## src/rtl/chg_seq_pkg.sv

```systemverilog
// Package: shared phase and current-select encodings for the charge sequencer.
// Assumes: codes are visible at the top-level ports and must stay stable.
package chg_seq_pkg;

    typedef enum logic [3:0] {
        PH_IDLE  = 4'd0,
        PH_SHORT = 4'd1,
        PH_PRE   = 4'd2,
        PH_FAST  = 4'd3,
        PH_CV    = 4'd4,
        PH_DONE  = 4'd5,
        PH_PROBE = 4'd6,
        PH_DPRE  = 4'd7,
        PH_FAULT = 4'd8
    } chg_phase_e;

    typedef enum logic [2:0] {
        CUR_OFF   = 3'd0,
        CUR_SHORT = 3'd1,
        CUR_PRE   = 3'd2,
        CUR_FAST  = 3'd3,
        CUR_CV    = 3'd4
    } chg_cur_e;

endpackage

```

## src/rtl/chg_tick_timer.sv

```systemverilog
// Module: prescaled interval timer. Counts PRESCALE clocks per tick and
// TICKS ticks per interval, and pulses expire on the last cycle of each
// interval, reloading while run stays high.
// Assumes: start clears the count; run low holds the count at zero.
module chg_tick_timer #(
    parameter int PRESCALE = 1000,
    parameter int TICKS    = 250
) (
    input  logic clk,
    input  logic rst_n,
    input  logic start,
    input  logic run,
    output logic expire
);
    localparam int PW = (PRESCALE > 1) ? $clog2(PRESCALE) : 1;
    localparam int TW = (TICKS > 1) ? $clog2(TICKS) : 1;
    localparam logic [PW-1:0] PRE_LAST  = PW'(PRESCALE - 1);
    localparam logic [TW-1:0] TICK_LAST = TW'(TICKS - 1);

    logic [PW-1:0] pre_q;
    logic [TW-1:0] tick_q;
    logic          pre_wrap;
    logic          tick_wrap;

    assign pre_wrap  = (pre_q == PRE_LAST);
    assign tick_wrap = (tick_q == TICK_LAST);
    assign expire    = run && pre_wrap && tick_wrap;

    // Advance prescaler and tick counter; clear on start or when idle.
    always_ff @(posedge clk) begin
        if (!rst_n || start || !run) begin
            pre_q  <= '0;
            tick_q <= '0;
        end else if (pre_wrap) begin
            pre_q  <= '0;
            tick_q <= tick_wrap ? '0 : tick_q + 1'b1;
        end else begin
            pre_q  <= pre_q + 1'b1;
        end
    end
endmodule

```

## src/rtl/chg_phase_fsm.sv

```systemverilog
// Module: phase state machine of the charge sequencer. Decides the next
// phase from comparator flags, enable, power and timer expiries, and
// decodes the current selection, detect enable and timer run permission.
// Assumes: all inputs are already synchronous to clk.
module chg_phase_fsm
    import chg_seq_pkg::*;
#(
    parameter int N_LOOPS = 3
) (
    input  logic               clk,
    input  logic               rst_n,
    input  logic               pwr_ok,
    input  logic               en_n,
    input  logic               bat_gt_short,
    input  logic               bat_gt_lowv,
    input  logic               bat_gt_rch,
    input  logic               bat_at_reg,
    input  logic               i_below_term,
    input  logic [N_LOOPS-1:0] loop_limit,
    input  logic               ts_ok,
    input  logic               term_dis,
    input  logic               pre_tmr_exp,
    input  logic               fast_tmr_exp,
    input  logic               det_expire,
    output chg_phase_e         phase_q,
    output chg_cur_e           cur_sel,
    output logic               det_en,
    output logic               tmr_run,
    output logic               det_start,
    output logic               det_run,
    output logic               short_pass,
    output logic               term_evt,
    output logic               fault_entry,
    output logic               in_fault
);
    chg_phase_e phase_d;
    logic       abort;
    logic       charging;
    logic       loops_quiet;
    logic       pre_fault;
    logic       fast_fault;

    assign abort       = !pwr_ok || en_n;
    assign charging    = (phase_q == PH_SHORT) || (phase_q == PH_PRE) ||
                         (phase_q == PH_FAST)  || (phase_q == PH_CV);
    assign loops_quiet = (loop_limit == '0);
    assign pre_fault   = pre_tmr_exp && !term_dis;
    assign fast_fault  = fast_tmr_exp && !term_dis;

    // Next-phase selection; abort and thermistor hold take priority.
    always_comb begin
        phase_d = phase_q;
        if (abort) begin
            phase_d = PH_IDLE;
        end else if (charging && !ts_ok) begin
            phase_d = phase_q;
        end else begin
            case (phase_q)
                PH_IDLE:  phase_d = PH_SHORT;
                PH_SHORT: if (bat_gt_short) phase_d = PH_PRE;
                PH_PRE: begin
                    if (pre_fault)        phase_d = PH_FAULT;
                    else if (bat_gt_lowv) phase_d = PH_FAST;
                end
                PH_FAST: begin
                    if (fast_fault)        phase_d = PH_FAULT;
                    else if (!bat_gt_lowv) phase_d = PH_PRE;
                    else if (bat_at_reg)   phase_d = PH_CV;
                end
                PH_CV: begin
                    if (fast_fault)
                        phase_d = PH_FAULT;
                    else if (i_below_term && loops_quiet && !term_dis)
                        phase_d = PH_DONE;
                end
                PH_DONE:  if (!bat_gt_rch) phase_d = PH_PROBE;
                PH_PROBE: begin
                    if (!bat_gt_lowv)    phase_d = PH_DPRE;
                    else if (det_expire) phase_d = PH_PRE;
                end
                PH_DPRE: begin
                    if (det_expire) phase_d = bat_gt_rch ? PH_PROBE : PH_SHORT;
                end
                PH_FAULT: phase_d = PH_FAULT;
                default:  phase_d = PH_IDLE;
            endcase
        end
    end

    // Phase register.
    always_ff @(posedge clk) begin
        if (!rst_n) phase_q <= PH_IDLE;
        else        phase_q <= phase_d;
    end

    // Current-source selection; charging phases go dark out of thermistor window.
    always_comb begin
        cur_sel = CUR_OFF;
        case (phase_q)
            PH_SHORT: cur_sel = ts_ok ? CUR_SHORT : CUR_OFF;
            PH_PRE:   cur_sel = ts_ok ? CUR_PRE   : CUR_OFF;
            PH_FAST:  cur_sel = ts_ok ? CUR_FAST  : CUR_OFF;
            PH_CV:    cur_sel = ts_ok ? CUR_CV    : CUR_OFF;
            PH_DPRE:  cur_sel = CUR_PRE;
            default:  cur_sel = CUR_OFF;
        endcase
    end

    // Event strobes toward the timers and the status logic.
    always_comb begin
        det_en      = (phase_q == PH_PROBE);
        det_run     = (phase_q == PH_PROBE) || (phase_q == PH_DPRE);
        det_start   = (phase_d != phase_q) &&
                      ((phase_d == PH_PROBE) || (phase_d == PH_DPRE));
        tmr_run     = ts_ok && !term_dis &&
                      ((phase_q == PH_PRE) || (phase_q == PH_FAST) || (phase_q == PH_CV));
        short_pass  = (phase_q == PH_SHORT) && (phase_d == PH_PRE);
        term_evt    = ((phase_q == PH_CV) && (phase_d == PH_DONE)) ||
                      ((phase_q == PH_CV) && term_dis && ts_ok && i_below_term && !abort);
        fault_entry = (phase_d == PH_FAULT) && (phase_q != PH_FAULT);
        in_fault    = (phase_q == PH_FAULT);
    end
endmodule

```

## src/rtl/chg_status_out.sv

```systemverilog
// Module: status pin control. Tracks whether the current first cycle has
// passed short check and whether it has terminated, and blinks in fault.
// Assumes: flags clear on enable release or power loss; blink toggles on
// each flash timer expiry.
module chg_status_out (
    input  logic clk,
    input  logic rst_n,
    input  logic pwr_ok,
    input  logic en_n,
    input  logic short_pass,
    input  logic term_evt,
    input  logic fault_entry,
    input  logic in_fault,
    input  logic flash_expire,
    output logic chg_pull
);
    logic cycle_q;
    logic done_q;
    logic blink_q;
    logic rearm;

    assign rearm = !pwr_ok || en_n;

    // First-cycle flag: set when short check passes.
    always_ff @(posedge clk) begin
        if (!rst_n || rearm)  cycle_q <= 1'b0;
        else if (short_pass)  cycle_q <= 1'b1;
    end

    // Termination flag: once set, keeps the pin released through recharges.
    always_ff @(posedge clk) begin
        if (!rst_n || rearm) done_q <= 1'b0;
        else if (term_evt)   done_q <= 1'b1;
    end

    // Blink phase: starts pulled on fault entry, toggles per flash interval.
    always_ff @(posedge clk) begin
        if (!rst_n || rearm)            blink_q <= 1'b0;
        else if (fault_entry)           blink_q <= 1'b1;
        else if (in_fault && flash_expire) blink_q <= ~blink_q;
    end

    assign chg_pull = in_fault ? blink_q : (cycle_q && !done_q);
endmodule

```

## src/rtl/chg_seq_ctrl.sv

```systemverilog
// Module: top of the charge cycle sequencer. Connects the phase machine,
// the presence-detect window timer, the fault blink timer and the status
// pin control.
// Assumes: PRESCALE clocks form one tick; DET_TICKS and FLASH_TICKS give
// the detect window and the blink half-period in ticks.
module chg_seq_ctrl
    import chg_seq_pkg::*;
#(
    parameter int PRESCALE    = 1000,
    parameter int DET_TICKS   = 250,
    parameter int FLASH_TICKS = 250,
    parameter int N_LOOPS     = 3
) (
    input  logic               clk,
    input  logic               rst_n,
    input  logic               pwr_ok,
    input  logic               en_n,
    input  logic               bat_gt_short,
    input  logic               bat_gt_lowv,
    input  logic               bat_gt_rch,
    input  logic               bat_at_reg,
    input  logic               i_below_term,
    input  logic [N_LOOPS-1:0] loop_limit,
    input  logic               ts_ok,
    input  logic               term_dis,
    input  logic               pre_tmr_exp,
    input  logic               fast_tmr_exp,
    output logic [3:0]         phase,
    output logic [2:0]         cur_sel,
    output logic               det_en,
    output logic               tmr_run,
    output logic               chg_pull
);
    chg_phase_e phase_q;
    chg_cur_e   cur_q;
    logic det_start, det_run, det_expire;
    logic short_pass, term_evt, fault_entry, in_fault, flash_expire;

    chg_phase_fsm #(.N_LOOPS(N_LOOPS)) u_fsm (
        .clk(clk), .rst_n(rst_n), .pwr_ok(pwr_ok), .en_n(en_n),
        .bat_gt_short(bat_gt_short), .bat_gt_lowv(bat_gt_lowv),
        .bat_gt_rch(bat_gt_rch), .bat_at_reg(bat_at_reg),
        .i_below_term(i_below_term), .loop_limit(loop_limit),
        .ts_ok(ts_ok), .term_dis(term_dis),
        .pre_tmr_exp(pre_tmr_exp), .fast_tmr_exp(fast_tmr_exp),
        .det_expire(det_expire), .phase_q(phase_q), .cur_sel(cur_q),
        .det_en(det_en), .tmr_run(tmr_run), .det_start(det_start),
        .det_run(det_run), .short_pass(short_pass), .term_evt(term_evt),
        .fault_entry(fault_entry), .in_fault(in_fault)
    );

    chg_tick_timer #(.PRESCALE(PRESCALE), .TICKS(DET_TICKS)) u_det_tmr (
        .clk(clk), .rst_n(rst_n), .start(det_start), .run(det_run),
        .expire(det_expire)
    );

    chg_tick_timer #(.PRESCALE(PRESCALE), .TICKS(FLASH_TICKS)) u_flash_tmr (
        .clk(clk), .rst_n(rst_n), .start(fault_entry), .run(in_fault),
        .expire(flash_expire)
    );

    chg_status_out u_status (
        .clk(clk), .rst_n(rst_n), .pwr_ok(pwr_ok), .en_n(en_n),
        .short_pass(short_pass), .term_evt(term_evt),
        .fault_entry(fault_entry), .in_fault(in_fault),
        .flash_expire(flash_expire), .chg_pull(chg_pull)
    );

    assign phase   = phase_q;
    assign cur_sel = cur_q;
endmodule

```

## config.mk

```make
export PLATFORM = sky130hd
export DESIGN_NAME = chg_seq_ctrl
export DESIGN_NICKNAME = d
export VERILOG_FILES = /design/src/rtl/chg_seq_pkg.sv /design/src/rtl/chg_tick_timer.sv /design/src/rtl/chg_phase_fsm.sv /design/src/rtl/chg_status_out.sv /design/src/rtl/chg_seq_ctrl.sv
export SDC_FILE = /design/constraint.sdc
export NUM_CORES = 1
export LEC_CHECK = 0
export BUFFER_PORTS_ARGS = -buffer_cell sky130_fd_sc_hd__buf_2
export CORE_MARGIN = 5
export CORE_UTILIZATION = 34
export CTS_CLUSTER_DIAMETER = 40
export CTS_CLUSTER_SIZE = 8
export DETAILED_ROUTE_END_ITERATION = 12
export SLEW_MARGIN = 0
export SYNTH_ARGS = -nofsm -noshare
export SYNTH_HDL_FRONTEND = slang
export SYNTH_SLANG_ARGS = --single-unit
```

## constraint.sdc

```tcl
create_clock -name clk -period 2.35 [get_ports clk]
set_input_delay 0.47 -clock clk [delete_from_list [all_inputs] [get_ports clk]]
set_output_delay 0.47 -clock clk [all_outputs]
set_load 0.005 [all_outputs]
```

# --- Yosys cells after proc, flatten, opt, wreduce, memory -nomap -nowiden ---
# Cells that the tools add are included.
totals:
  ff_bits: 43
  out_inout_bits: 10
  wordCells: 106
classes:
  n_addsub: 4
  n_eq_ne: 19
  muxes: 26
  bitwise: 1
  reduce_logical: 48
ops:
  columns: ["cell", "count"]
  rows:
  - ["4-bit 2-to-1 mux", 14]
  - ["4-bit one-hot mux with 9 select lines", 1]
  - ["4-bit by 3-bit == test with 1-bit output, second input constant", 7]
  - ["1-bit logical AND", 21]
  - ["10-bit by 1-bit adder with 10-bit output, second input constant", 2]
  - ["10-bit == test, second input constant", 2]
  - ["8-bit by 1-bit adder with 8-bit output, second input constant", 2]
  - ["8-bit == test, second input constant", 2]
  - ["8-bit 2-to-1 mux", 2]
  - ["3-bit one-hot mux with 5 select lines", 1]
  - ["1-bit logical OR", 14]
  - ["4-bit by 2-bit == test with 1-bit output, second input constant", 3]
  - ["4-bit == test, second input constant", 2]
  - ["1-bit logical NOT", 8]
  - ["3-bit 2-to-1 mux", 2]
  - ["4-bit by 1-bit == test with 1-bit output, second input constant", 1]
  - ["4-bit logical NOT", 1]
  - ["1-bit 2-to-1 mux", 4]
  - ["2-bit 2-to-1 mux", 2]
  - ["4-bit != test", 1]
  - ["4-bit != test, second input constant", 1]
  - ["2-bit OR reduction", 2]
  - ["3-bit logical NOT", 1]
  - ["2-bit nonzero test", 1]
  - ["1-bit inverter", 1]

# --- Longest topological paths before layout ---
depth:
  word_depth: 15
  mapped_depth: 9
  ltp_nobuf: 8

# --- By module ---
# A second synthesis with hierarchy kept.
unflattened:
  hier_cells: 289
  hier_area_um2: 2459.9
by_module_without_submodules:
  columns: ["module", "instances", "cells_each", "area_per_inst_um2", "seq_area_each_um2"]
  rows:
  - ["chg_tick_timer", 2, 94, 843.3, 360.3]
  - ["chg_phase_fsm", 1, 87, 635.6, 80.1]
  - ["chg_status_out", 1, 14, 137.6, 60.1]

# --- Least setup slack after synthesis ---
# No wires, ideal clock.
synth_path:
  kind: "register -> register"
  startpoint: "register u_det_tmr.pre_q[0]"
  endpoint: "register u_det_tmr.tick_q[7]"
  setup_ns: 0.059
  t_arrival_ns: 2.005
  required_ns: 2.291
  setup_slack_ns: 0.286
  path_stages_with_launch: 9
  path_buffers: 1
  period_less_slack_ns: 2.064
  cell_sequence: "dfxtp_1 > ha_1 > nand3_1 > or3_1 > buf_2 > or4_4 > a21oi_2 > nand3_1 > nand2_1"
synth_via:
  elab_chain_len: 13
  word_cells_on_any_way: 16
  cone_classes: "4 x eq/ne; 6 x mux; 6 x reduce/logical"
synth_lines:
  columns: ["element", "line_no", "source"]
  rows:
  - ["start: declaration", "chg_tick_timer.sv:20", "logic [PW-1:0] pre_q;"]
  - ["start signal: assignment", "chg_tick_timer.sv:38", "pre_q <= pre_q + 1'b1;"]
  - ["10-bit == test *", "chg_tick_timer.sv:25", "assign pre_wrap = (pre_q == PRE_LAST);"]
  - ["1-bit logical AND (2 in series)", "chg_tick_timer.sv:27", "assign expire = run && pre_wrap && tick_wrap;"]
  - ["4-bit 2-to-1 mux", "chg_phase_fsm.sv:79", "else if (det_expire) phase_d = PH_PRE;"]
  - ["4-bit 2-to-1 mux", "chg_phase_fsm.sv:78", "if (!bat_gt_lowv) phase_d = PH_DPRE;"]
  - ["4-bit one-hot mux with 9 select lines", "chg_phase_fsm.sv:58", "case (phase_q)"]
  - ["4-bit 2-to-1 mux", "chg_phase_fsm.sv:55", "end else if (charging && !ts_ok) begin"]
  - ["4-bit 2-to-1 mux", "chg_phase_fsm.sv:53", "if (abort) begin"]
  - ["4-bit by 3-bit == test with 1-bit output", "chg_phase_fsm.sv:114", "((phase_d == PH_PROBE) || (phase_d == PH_DPRE));"]
  - ["1-bit logical OR", "chg_phase_fsm.sv:114", null]
  - ["1-bit logical AND", "chg_phase_fsm.sv:113", "det_start = (phase_d != phase_q) &&"]
  - ["1-bit logical OR (2 in series)", "chg_tick_timer.sv:31", "if (!rst_n || start || !run) begin"]
  - ["end signal: assignment", "chg_tick_timer.sv:36", "tick_q <= tick_wrap ? '0 : tick_q + 1'b1;"]
  - ["end: declaration", "chg_tick_timer.sv:21", "logic [TW-1:0] tick_q;"]
# Every way passes the cells marked *; elsewhere a longest branch is shown, timed or not.
# A chain may end at the register's enable or synchronous reset.

# --- Worst setup path in the final report ---
layout_path:
  startpoint: "register u_det_tmr.pre_q[0]"
  endpoint: "register u_det_tmr.pre_q[9]"
layout_via:
  elab_chain_len: 14
  word_cells_on_any_way: 18
  cone_classes: "1 x add/sub; 4 x eq/ne; 6 x mux; 7 x reduce/logical"
layout_lines:
  columns: ["element", "line_no"]
  rows:
  - ["10-bit == test", "chg_tick_timer.sv:25"]
  - ["1-bit logical AND (2 in series)", "chg_tick_timer.sv:27"]
  - ["4-bit 2-to-1 mux", "chg_phase_fsm.sv:79"]
  - ["4-bit 2-to-1 mux", "chg_phase_fsm.sv:78"]
  - ["4-bit one-hot mux with 9 select lines", "chg_phase_fsm.sv:58"]
  - ["4-bit 2-to-1 mux", "chg_phase_fsm.sv:55"]
  - ["4-bit 2-to-1 mux", "chg_phase_fsm.sv:53"]
  - ["4-bit by 3-bit == test with 1-bit output", "chg_phase_fsm.sv:114"]
  - ["1-bit logical OR", "chg_phase_fsm.sv:114"]
  - ["1-bit logical AND", "chg_phase_fsm.sv:113"]
  - ["1-bit logical OR (2 in series)", "chg_tick_timer.sv:31"]
  - ["2-bit OR reduction (no line)", null]
# Several ways; a longest one is shown, not always the timed one.

==> flow_summary.json <==
{
  "status": "completed",
  "numClockSinks": 43,
  "hpwl_um": 4810,
  "placementRows": 33,
  "max-cap-violations": 0,
  "synthTopCellsByArea": "dfxtp_1 31%, nor2_1 5.8%, nand3_1 5.4%, xnor2_1 4.7%, o31ai_2 4.1%",
  "p_total_mw": 1.32,
  "wl_per_cell_um": 13.5,
  "path_cells": "ha_2 -> nand3_4 -> nor3_4 -> a31oi_4 -> o311ai_4 -> nor2_2 -> buf_12 -> o31ai_1",
  "setup_slack_ns": 0.183,
  "dp_cells": 470,
  "end_kind": "flip-flop",
  "core_mm2": 0.00809,
  "place_ws_ns": 0.107,
  "insertion_delay_ns": 0.30,
  "skew_ns": 0.00596,
  "design_area_mm2": 0.00320,
  "crit_slowest_cell": "dfxtp_1",
  "fmax_ghz": 0.461,
  "sw_frac_of_total_pct": 25.7,
  "synth_top_area_cell": "dfxtp_1",
  "nNetsFinal": 396,
  "wl_um": 6460,
  "tns_ns": 0,
  "ios": 26,
  "synth_edf_count": 0,
  "yosysWarnings": 0,
  "synth_top_family_by_area": "simple AND/OR/NAND/NOR gates",
  "leakagePower_nw": 1.06,
  "dr.pass1.iters": 4,
  "ctsHtreeMaxLevel": 2,
  "grtUsageTotal_pct": 13.3,
  "grt.overflow.total": 0,
  "drt_iter0_drc": 109,
  "hold_viol": 0,
  "gp_congestion": 0.877,
  "viasPerCell": 5.27,
  "power.density_mw_per_mm2": 414,
  "antenna_found_initial": 0,
  "syn-instance-count": 342,
  "synthFlopType": "dfxtp_1",
  "clk_path_buf_depth": 2,
  "dieArea_mm2": 0.0101,
  "arrival_ns": 2.38,
  "drc_errors": 0,
  "die_w_um": 100,
  "synthSimpleGateAreaFrac_pct": 34.3,
  "cts_root_buffer": "clkbuf_8",
  "slew_violations": 0,
  "worstPathBufferInverterCount": 1,
  "final.period_utilization_pct": 92.2,
  "cts_buffers": 5,
  "whs_ns": 0.449,
  "max_stage_delay_ns": 0.38,
  "p_seq_share_pct": 55.4,
  "worstMarginPinSlew_ns": 0.453,
  "netlist_area_mm2": 0.00278,
  "hp-class": "in2reg",
  "finalNonFillerCells": 480,
  "initial_core_util_pct": 34.4,
  "grt_max_degree": 19,
  "vdd_drop_max_v": 0.000252,
  "cts_tree": "done",
  "synth_compound_area_share_pct": 18.7,
  "die_h_um": 100,
  "worst_slew_margin_rel_pct": 69.1,
  "synth_fp_nets": 364,
  "path_clk_slew_ns": 0.09,
  "crit_required_ns": 2.56,
  "pwr-share-comb_pct": 7.2,
  "drive_above_1_share_pct": 21.1,
  "muxShareOfSynthArea_pct": 1.08,
  "ys_types": 62,
  "synth_area_per_cell_um2": 8.13,
  "rsz0062_at_grt": "false",
  "p_int_uw": 983,
  "async_flop_share_pct": 0,
  "grt_pass1_vias": 2360,
  "ys_ff_latch": 43,
  "worstPathMaxFanout": 12,
  "synthAdderAreaFrac_pct": 2.70,
  "start_kind": "flip-flop",
  "synth_xor_xnor_area_share_pct": 7.88,
  "ant_nets": 0,
  "fin_util_pct": 39.5,
  "place_area_mm2": 0.00308,
  "p_sw_uw": 340,
  "fin_crit_ns": 2.17,
  "io_buffers": 25,
  "diodes": 0,
  "yosysTopAreaCellShare_pct": 31.0,
  "pwr-share-clk_pct": 37.5,
  "critPathTopFamily": "compound AO/OA/AOI/OAI gates",
  "grt_first_pass_wirelength_um": 11000,
  "setup_viol": 0,
  "criticalPathCategory": "reg2reg",
  "ys_seq_area_share_pct": 31.0,
  "syn_to_final_growth_pct": 15.1,
  "via_count": 2530
}
## cells by family (layout without fill, tap and decap cells)
family	count (synthesis)	in the layout
AND/OR/NAND/NOR	176	176
AO/OA/AOI/OAI	64	64
flip-flops	43	43
XOR/XNOR	25	25
buffers and inverters	25	58
adder cells (fa/ha/maj)	6	6
multiplexers	3	3
## path summary, 6_finish.rpt
kind,from,end,slack (ns),cells after the start
min reg2reg,u_flash_tmr.pre_q[0],u_flash_tmr.pre_q[0],0.46,1
min,rst_n,u_fsm.phase_q[3],0.45,3
max reg2reg,u_det_tmr.pre_q[0],u_det_tmr.pre_q[9],0.18,8
max,u_det_tmr.pre_q[0],u_det_tmr.pre_q[9],0.18,8
## power by group through the flow
stage	registers (mW)	clock network, mW	logic, mW
after CTS	0.733	0.515	0.0939
after global placement	0.750	0	0.0937
final	0.733	0.496	0.0946
after global routing	0.734	0.546	0.104
after detailed placement	0.750	0	0.0934
after floorplan	0.748	0	0.0543
## per-layer routing
layer  GRT usage, %  up-vias  share of wire (%)
li1               -     1295                  -
met1           17.8     1205                 50
met2           21.4       26                 46
met3           2.92        4                2.8
met4           3.73        0               0.93
met5              0        -                  0
## Yosys cell counts (all sizes together) (2+ instances only)
| master | count |
|---|---|
| a211oi | 2 |
| a21o | 2 |
| a21oi | 15 |
| a31oi | 5 |
| and2b | 2 |
| and3 | 5 |
| buf | 9 |
| clkbuf | 6 |
| dfxtp | 43 |
| ha | 6 |
| inv | 10 |
| mux2i | 3 |
| nand2 | 28 |
| nand2b | 5 |
| nand3 | 30 |
| nand3b | 3 |
| nand4 | 9 |
| nor2 | 44 |
| nor2b | 9 |
| nor3 | 7 |
| nor3b | 2 |
| nor4 | 8 |
| nor4b | 3 |
| o21ai | 14 |
| o31ai | 14 |
| o32ai | 2 |
| or2 | 4 |
| or3 | 7 |
| or4 | 5 |
| xnor2 | 15 |
| xor2 | 10 |
## state kept, by name, indices dropped and copies added (netlist names)
| name | cells |
|---|---|
| u_status.done_q | 1 |
| u_flash_tmr.tick_q | 8 |
| u_flash_tmr.pre_q | 10 |
| u_status.blink_q | 1 |
| u_status.cycle_q | 1 |
| u_fsm.phase_q | 4 |
| u_det_tmr.tick_q | 8 |
| u_det_tmr.pre_q | 10 |
## final cells by class
type / instances / area, µm²
fill: 845 / 4890
multi-input combinational: 274 / 1810
sequential: 43 / 861
timing repair buffer: 40 / 263
tap: 105 / 131
clock buffer: 5 / 68.8
inverter: 10 / 37.5
clock inverter: 3 / 23.8
## cell usage in the layout (no fill, tap or decap), types with 6 or more instances in the layout
master and count:
nor2b_1 9, nor2_1 43, buf_2 25, inv_1 10
a21oi_1 14, xnor2_1 15, buf_4 13, nand3_1 29
o31ai_2 9, nand4_1 8, nor3_1 6, nor4_1 7
nand2_1 28, o21ai_0 14, xor2_1 10, dfxtp_1 43
## worst reg2reg max path, cell delays in order, from the launching register on
cell and delay, ns:
dfxtp_1 0.38, ha_2 0.25, nand3_4 0.12, nor3_4 0.36, a31oi_4 0.16, o311ai_4 0.34
nor2_2 0.08, buf_12 0.15, o31ai_1 0.22
## timing repair
action	in CTS	in global routing
endpoints found under the setup margin	0	20
hold buffers	0	0
buffers inserted	0	2
gates resized for setup	0	3
Note: power is estimated with default switching activity, not from simulation.
